==> src/rtl/mcs_pkg.sv <==
package mcs_pkg;

  // bus cycle type reported on cyc_type
  typedef enum logic [1:0] {
    CY_OF  = 2'd0,
    CY_MR  = 2'd1,
    CY_MW  = 2'd2,
    CY_IOW = 2'd3
  } cyc_e;

  // clock position inside one machine cycle
  typedef enum logic [1:0] {
    TS1, TS2, TS3, TS4
  } tst_e;

  // machine cycle position inside one instruction
  typedef enum logic [2:0] {
    ST_FETCH,
    ST_POP_LO,
    ST_POP_HI,
    ST_LDA_LO,
    ST_LDA_HI,
    ST_LDA_DAT,
    ST_OUT_PORT,
    ST_OUT_WR
  } step_e;

  // byte register file layout
  localparam int NREG  = 3;
  localparam int REG_A = 0;
  localparam int REG_B = 1;
  localparam int REG_C = 2;

endpackage

==> src/rtl/mcs_tstate.sv <==
// Clock counter inside one machine cycle, with wait insertion at T2.
module mcs_tstate
  import mcs_pkg::*;
(
  input  logic clk,
  input  logic rst_n,
  input  logic ready,
  input  logic long_cyc,   // cycle has a fourth clock (opcode fetch)
  output tst_e tst,
  output logic cyc_last    // current clock is the last of the cycle
);

  tst_e nxt;

  always_comb begin
    nxt      = tst;
    cyc_last = 1'b0;
    unique case (tst)
      TS1: nxt = TS2;
      TS2: if (ready) nxt = TS3;
      TS3: begin
        if (long_cyc) begin
          nxt = TS4;
        end else begin
          nxt      = TS1;
          cyc_last = 1'b1;
        end
      end
      TS4: begin
        nxt      = TS1;
        cyc_last = 1'b1;
      end
    endcase
  end

  always_ff @(posedge clk or negedge rst_n) begin
    if (!rst_n) tst <= TS1;
    else        tst <= nxt;
  end

endmodule

==> src/rtl/mcs_ctrl.sv <==
// Instruction step sequencing, operand capture and register update strobes.
module mcs_ctrl
  import mcs_pkg::*;
#(
  parameter int                DATA_W  = 8,
  parameter logic [DATA_W-1:0] OPC_POP = 8'hC1,
  parameter logic [DATA_W-1:0] OPC_LDA = 8'h3A,
  parameter logic [DATA_W-1:0] OPC_OUT = 8'hD3
) (
  input  logic                clk,
  input  logic                rst_n,
  input  tst_e                tst,
  input  logic                cyc_last,
  input  logic [DATA_W-1:0]   din,
  output step_e               step,
  output logic                done,
  output logic                pc_inc,
  output logic                sp_inc,
  output logic [NREG-1:0]     ld_reg,
  output logic [2*DATA_W-1:0] dir_addr,
  output logic [DATA_W-1:0]   port
);

  logic [DATA_W-1:0] ir_q, lo_q, hi_q, port_q;
  logic              cap;
  step_e             nxt, dec;

  assign cap      = (tst == TS3);
  assign dir_addr = {hi_q, lo_q};
  assign port     = port_q;

  always_comb begin
    if      (ir_q == OPC_POP) dec = ST_POP_LO;
    else if (ir_q == OPC_LDA) dec = ST_LDA_LO;
    else if (ir_q == OPC_OUT) dec = ST_OUT_PORT;
    else                      dec = ST_FETCH;
  end

  always_comb begin
    nxt    = step;
    done   = 1'b0;
    pc_inc = 1'b0;
    sp_inc = 1'b0;
    ld_reg = '0;
    if (cyc_last) begin
      unique case (step)
        ST_FETCH: begin
          pc_inc = 1'b1;
          nxt    = dec;
          done   = (dec == ST_FETCH);
        end
        ST_POP_LO: begin
          sp_inc        = 1'b1;
          ld_reg[REG_C] = 1'b1;
          nxt           = ST_POP_HI;
        end
        ST_POP_HI: begin
          sp_inc        = 1'b1;
          ld_reg[REG_B] = 1'b1;
          nxt           = ST_FETCH;
          done          = 1'b1;
        end
        ST_LDA_LO: begin
          pc_inc = 1'b1;
          nxt    = ST_LDA_HI;
        end
        ST_LDA_HI: begin
          pc_inc = 1'b1;
          nxt    = ST_LDA_DAT;
        end
        ST_LDA_DAT: begin
          ld_reg[REG_A] = 1'b1;
          nxt           = ST_FETCH;
          done          = 1'b1;
        end
        ST_OUT_PORT: begin
          pc_inc = 1'b1;
          nxt    = ST_OUT_WR;
        end
        ST_OUT_WR: begin
          nxt  = ST_FETCH;
          done = 1'b1;
        end
      endcase
    end
  end

  always_ff @(posedge clk or negedge rst_n) begin
    if (!rst_n) begin
      step   <= ST_FETCH;
      ir_q   <= '0;
      lo_q   <= '0;
      hi_q   <= '0;
      port_q <= '0;
    end else begin
      step <= nxt;
      if (cap && step == ST_FETCH)    ir_q   <= din;
      if (cap && step == ST_LDA_LO)   lo_q   <= din;
      if (cap && step == ST_LDA_HI)   hi_q   <= din;
      if (cap && step == ST_OUT_PORT) port_q <= din;
    end
  end

endmodule

==> src/rtl/mcs_regs.sv <==
// Pointer registers and byte registers.
module mcs_regs
  import mcs_pkg::*;
#(
  parameter int                  DATA_W  = 8,
  parameter logic [2*DATA_W-1:0] SP_INIT = 16'h0F00
) (
  input  logic                         clk,
  input  logic                         rst_n,
  input  logic                         pc_inc,
  input  logic                         sp_inc,
  input  logic [NREG-1:0]              ld_reg,
  input  logic [DATA_W-1:0]            din,
  output logic [2*DATA_W-1:0]          pc,
  output logic [2*DATA_W-1:0]          sp,
  output logic [NREG-1:0][DATA_W-1:0]  dat
);

  localparam int ADDR_W = 2 * DATA_W;

  always_ff @(posedge clk or negedge rst_n) begin
    if (!rst_n) begin
      pc <= '0;
      sp <= SP_INIT;
    end else begin
      if (pc_inc) pc <= pc + ADDR_W'(1);
      if (sp_inc) sp <= sp + ADDR_W'(1);
    end
  end

  for (genvar g = 0; g < NREG; g++) begin : g_breg
    always_ff @(posedge clk or negedge rst_n) begin
      if (!rst_n)         dat[g] <= '0;
      else if (ld_reg[g]) dat[g] <= din;
    end
  end

endmodule

==> src/rtl/mcs_top.sv <==
// Machine cycle bus sequencer: bus drive and address selection.
module mcs_top
  import mcs_pkg::*;
#(
  parameter int                  DATA_W  = 8,
  parameter logic [2*DATA_W-1:0] SP_INIT = 16'h0F00,
  parameter logic [DATA_W-1:0]   OPC_POP = 8'hC1,
  parameter logic [DATA_W-1:0]   OPC_LDA = 8'h3A,
  parameter logic [DATA_W-1:0]   OPC_OUT = 8'hD3
) (
  input  logic                clk,
  input  logic                rst_n,
  input  logic                ready,
  input  logic [DATA_W-1:0]   ad_in,
  output logic [DATA_W-1:0]   ad_out,
  output logic                ad_oe,
  output logic [DATA_W-1:0]   a_hi,
  output logic                ale,
  output logic                rd_n,
  output logic                wr_n,
  output logic                io_m,
  output logic [1:0]          cyc_type,
  output logic                done,
  output logic [2*DATA_W-1:0] pc_q,
  output logic [2*DATA_W-1:0] sp_q,
  output logic [DATA_W-1:0]   acc_q,
  output logic [DATA_W-1:0]   b_q,
  output logic [DATA_W-1:0]   c_q
);

  localparam int ADDR_W = 2 * DATA_W;

  tst_e                       tst;
  step_e                      step;
  cyc_e                       cyc;
  logic                       cyc_last, long_cyc;
  logic                       pc_inc, sp_inc;
  logic [NREG-1:0]            ld_reg;
  logic [NREG-1:0][DATA_W-1:0] dat;
  logic [ADDR_W-1:0]          pc, sp, dir_addr, addr;
  logic [DATA_W-1:0]          port;
  logic                       is_rd, is_wr, strobe_ph;

  assign long_cyc = (step == ST_FETCH);

  mcs_tstate u_tst (
    .clk      (clk),
    .rst_n    (rst_n),
    .ready    (ready),
    .long_cyc (long_cyc),
    .tst      (tst),
    .cyc_last (cyc_last)
  );

  mcs_ctrl #(
    .DATA_W  (DATA_W),
    .OPC_POP (OPC_POP),
    .OPC_LDA (OPC_LDA),
    .OPC_OUT (OPC_OUT)
  ) u_ctrl (
    .clk      (clk),
    .rst_n    (rst_n),
    .tst      (tst),
    .cyc_last (cyc_last),
    .din      (ad_in),
    .step     (step),
    .done     (done),
    .pc_inc   (pc_inc),
    .sp_inc   (sp_inc),
    .ld_reg   (ld_reg),
    .dir_addr (dir_addr),
    .port     (port)
  );

  mcs_regs #(
    .DATA_W  (DATA_W),
    .SP_INIT (SP_INIT)
  ) u_regs (
    .clk    (clk),
    .rst_n  (rst_n),
    .pc_inc (pc_inc),
    .sp_inc (sp_inc),
    .ld_reg (ld_reg),
    .din    (ad_in),
    .pc     (pc),
    .sp     (sp),
    .dat    (dat)
  );

  always_comb begin
    unique case (step)
      ST_FETCH:  cyc = CY_OF;
      ST_OUT_WR: cyc = CY_IOW;
      default:   cyc = CY_MR;
    endcase
  end

  always_comb begin
    unique case (step)
      ST_POP_LO, ST_POP_HI: addr = sp;
      ST_LDA_DAT:           addr = dir_addr;
      ST_OUT_WR:            addr = {port, port};
      default:              addr = pc;
    endcase
  end

  assign is_wr     = (cyc == CY_IOW) || (cyc == CY_MW);
  assign is_rd     = !is_wr;
  assign strobe_ph = (tst == TS2) || (tst == TS3);

  assign ale      = rst_n && (tst == TS1);
  assign ad_oe    = rst_n && ((tst == TS1) || (is_wr && strobe_ph));
  assign ad_out   = (tst == TS1) ? addr[DATA_W-1:0] : dat[REG_A];
  assign a_hi     = addr[ADDR_W-1:DATA_W];
  assign rd_n     = !(is_rd && strobe_ph);
  assign wr_n     = !(is_wr && strobe_ph);
  assign io_m     = (cyc == CY_IOW);
  assign cyc_type = cyc;

  assign pc_q  = pc;
  assign sp_q  = sp;
  assign acc_q = dat[REG_A];
  assign b_q   = dat[REG_B];
  assign c_q   = dat[REG_C];

endmodule

==> config.mk <==
export PLATFORM = sky130hd
export DESIGN_NAME = mcs_top
export DESIGN_NICKNAME = d
export VERILOG_FILES = /design/src/rtl/mcs_pkg.sv /design/src/rtl/mcs_tstate.sv /design/src/rtl/mcs_ctrl.sv /design/src/rtl/mcs_regs.sv /design/src/rtl/mcs_top.sv
export SDC_FILE = /design/constraint.sdc
export NUM_CORES = 1
export LEC_CHECK = 0
export CORE_MARGIN = 8
export CORE_UTILIZATION = 57
export DETAILED_ROUTE_END_ITERATION = 7
export GPL_ROUTABILITY_DRIVEN = 0
export PLACE_DENSITY = 0.86
export SYNTH_ARGS = -nofsm -noshare
export SYNTH_HDL_FRONTEND = slang
export SYNTH_SLANG_ARGS = --single-unit
==> constraint.sdc <==
create_clock -name clk -period 3.3 [get_ports clk]
set_clock_uncertainty 0.1 [all_clocks]
set_input_delay 0.66 -clock clk [delete_from_list [all_inputs] [get_ports clk]]
set_output_delay 0.66 -clock clk [all_outputs]
set_load 0.01 [all_outputs]
==> run_results.csv <==
group,metric,value,unit
status,outcome,"finished, final reports clean",
synth,async_flop_share,1.00,
clock_network,clkSinkCount,93,
timing,hold_viol,0,
detailed_routing,drc,0,
synth,synth.area.top_cells,"dfrtp_1 44%, mux2_2 13%, xnor2_1 4.7%",
synth,synth.top_cell.area_share,0.440,
die,die_h,110,um
critical_path,critical_path.max_fanout,18,
synth,yosysSeqAreaShare,0.460,
critical_path,required,2.54,ns
layout,multi_input_comb_area,0.00255,mm2
timing,finalCritPeriodShare,0.969,
clock_network,cts_buffer_depth,2,
die,start_util,0.584,
layout,layout_common_cells,"89 x clkdlybuf4s50_1, 87 x dfrtp_1, 58 x mux2_2",
die,die_w,110,um
detailed_routing,ant_nets,0,
synth,syn_area,0.00506,mm2
placed_design,dp_cells,648,
synth,syn_inst,467,
global_routing,antenna_found_initial,0,
global_routing,grt_remaining_overflow,0,
clock_network,cts_root_buf,"clkbuf_8",
pwr,ir_drop,528,uV
detailed_routing,first_pass_iters,5,
timing,min_period,3.20,ns
clock_network,holdBufCountCts,0,
layout,diodes,0,
timing,relSlewSlack,0.504,
synth,synth_fp_nets,485,
timing,worst_slack,0.101,ns
timing,setup-violations-final,0,
layout,fillers,631,
placed_design,portBuffers,90,
critical_path,crit_arrival,2.44,ns
layout,seq_area,0.00234,mm2
timing,finalSetupTns,0,ns
layout,stdcell_count,665,
detailed_routing,route.detailed.vias_per_inst,6.19,
detailed_routing,drt_iter0_drc,220,
clock_network,clk-insertion-delay-late,0.37,ns
timing,rsz0062_at_grt,"false",
synth,syn-mean-instance-area,10.8,um2
layout,area_growth,24.7,%
global_routing,grt_pass1_wl,21800,um
synth,yosysWarnings,0,
pwr,pwr_density_cell,733,mW/mm2
synth,synth_cell_type_count,52,
job,cap_violations,0,
global_routing,grt_pass1_vias,4159,
critical_path,start_kind,"register",
synth,synth_edf_count,0,
detailed_routing,totalWireLength,13500,um
pwr,p_leak,2.58,nW
timing,fmax,313,MHz
die,num_rows,34,
detailed_routing,wl_per_cell,20.3,um
placed_design,place_hpwl,9760,um
clock_network,cts_tree,"yes",
detailed_routing,vias,4118,
global_routing,grtUsageTotal,0.229,
layout,final_nets,570,
timing,drv_slew,0,
global_routing,grt_max_degree,60,
hold_path,worstHoldPathType,"in -> async",
layout,utilization,0.728,
die,ios,91,
layout,final_common_cell,"clkdlybuf4s50_1",
layout,drive_above_1_share,0.194,
placed_design,dpl_worst_slack,0.413,ns
synth,synth_top_area_cell,"dfrtp_1",
clock_network,path_clk_slew,0.10,ns
critical_path,end_kind,"output pin",
clock_network,htreeDepth,3,
timing,worst_pin_slew,0.738,ns
clock_network,numCtsBuffers,9,
synth,synth_top_flop_cell,"dfrtp_1",
die,core_area,0.00868,mm2
synth,ys_seq_elements,93,
critical_path,critical_path_class,"reg -> out",
critical_path,rr_worst_depth,6,
die,die-area,0.0122,mm2
## cells in the mapped netlist (2+ instances only)
| cell type | n |
|---|---|
| a21oi_1 | 25 |
| or3_1 | 2 |
| nand4_1 | 9 |
| nand3_1 | 18 |
| inv_1 | 4 |
| buf_2 | 10 |
| nor2_1 | 11 |
| and4_1 | 3 |
| mux2i_1 | 17 |
| xor2_1 | 4 |
| a2bb2oi_1 | 7 |
| and3_1 | 13 |
| clkbuf_1 | 12 |
| o2bb2ai_1 | 7 |
| nand2_1 | 25 |
| ha_1 | 7 |
| a2111oi_0 | 2 |
| nor2_2 | 2 |
| buf_6 | 3 |
| o22ai_1 | 11 |
| dfstp_2 | 4 |
| nor3b_1 | 7 |
| dfrtp_1 | 89 |
| buf_4 | 5 |
| nand4_2 | 2 |
| or2_2 | 2 |
| xnor2_1 | 27 |
| a31oi_1 | 9 |
| o21ai_0 | 25 |
| nor3_1 | 7 |
| mux2_2 | 58 |
| nand2b_1 | 18 |
| and2_1 | 2 |
| nor3_4 | 2 |
## kinds of logic after synthesis
group | count (synthesis) | share of synthesized area
simple gates | 131 | 0.152
compound gates | 95 | 0.118
flops | 93 | 0.460
mux | 75 | 0.163
buf+inv | 35 | 0.0366
xor+xnor | 31 | 0.0536
fa+ha+maj | 7 | 0.0173
## worst paths after layout
path,startpoint,endpoint,slack [ns]
max reg2reg,u_tst.tst[0],u_regs.dat[9],0.98
min in group clk,u_regs.dat[9],u_regs.dat[9],0.42
max in group asynchronous,rst_n,u_ctrl.step[0],2.18
max,u_ctrl.step[1],ad_out[6],0.10
min reg2reg,u_regs.dat[9],u_regs.dat[9],0.42
min,rst_n,u_regs.pc[2],0.24
## registers in the layout (all words and copies together), names as in the netlist
register and count:
u_regs.sp 16, u_ctrl.step 3, u_tst.tst 2, u_regs.dat 24
u_regs.pc 16, u_ctrl.hi_q 8, u_ctrl.ir_q 8, u_ctrl.port 8
u_ctrl.lo_q 8
## report_power, final
| part | internal, mW | switching, mW |
|---|---|---|
| clock | 0.531 | 0.419 |
| sequential | 1.38 | 0.274 |
| combinational | 1.03 | 0.998 |
| total | 2.94 | 1.69 |
## through the flow
| step | hold WS [ns] | total power, mW | area (um2) |
|---|---|---|---|
| floorplan | 0.264 | 2.79 | 5060 |
| global placement | 0.388 | 3.58 | 6040 |
| detailed placement | 0.395 | 3.65 | 6040 |
| CTS | 0.253 | 4.61 | 6300 |
| global route | 0.281 | 4.88 | 6310 |
| finish | 0.244 | 4.63 | 6310 |
## worst max-delay path: stages, from the launching register on
cell and delay, ns:
dfrtp_4 0.60, buf_4 0.23, nand2b_1 0.17, a31oi_1 0.21, a21oi_1 0.06, o2bb2ai_1 0.22
clkdlybuf4s50_1 0.58
## layer usage
metal	wire (um)	global-route usage	up-vias
met5	0	0	-
met3	1120	0.0459	31
li1	-	-	1881
met1	5530	0.290	2006
met4	265	0.0790	0
met2	6610	0.383	200
## timing repair
item                       4_1_cts  5_1_grt
setup buffers                    0        1
resized for setup                0        2
setup endpoints to repair        0       18
## cell type report
class,instances,area share
Clock buffer,10,0.0218
Multi-Input combinational cell,339,0.403
Clock inverter,6,0.0184
Sequential cell,93,0.371
Inverter,5,0.00297
Tap cell,108,0.0214
Timing Repair Buffer,104,0.161
(Power assumes the default switching activity.)
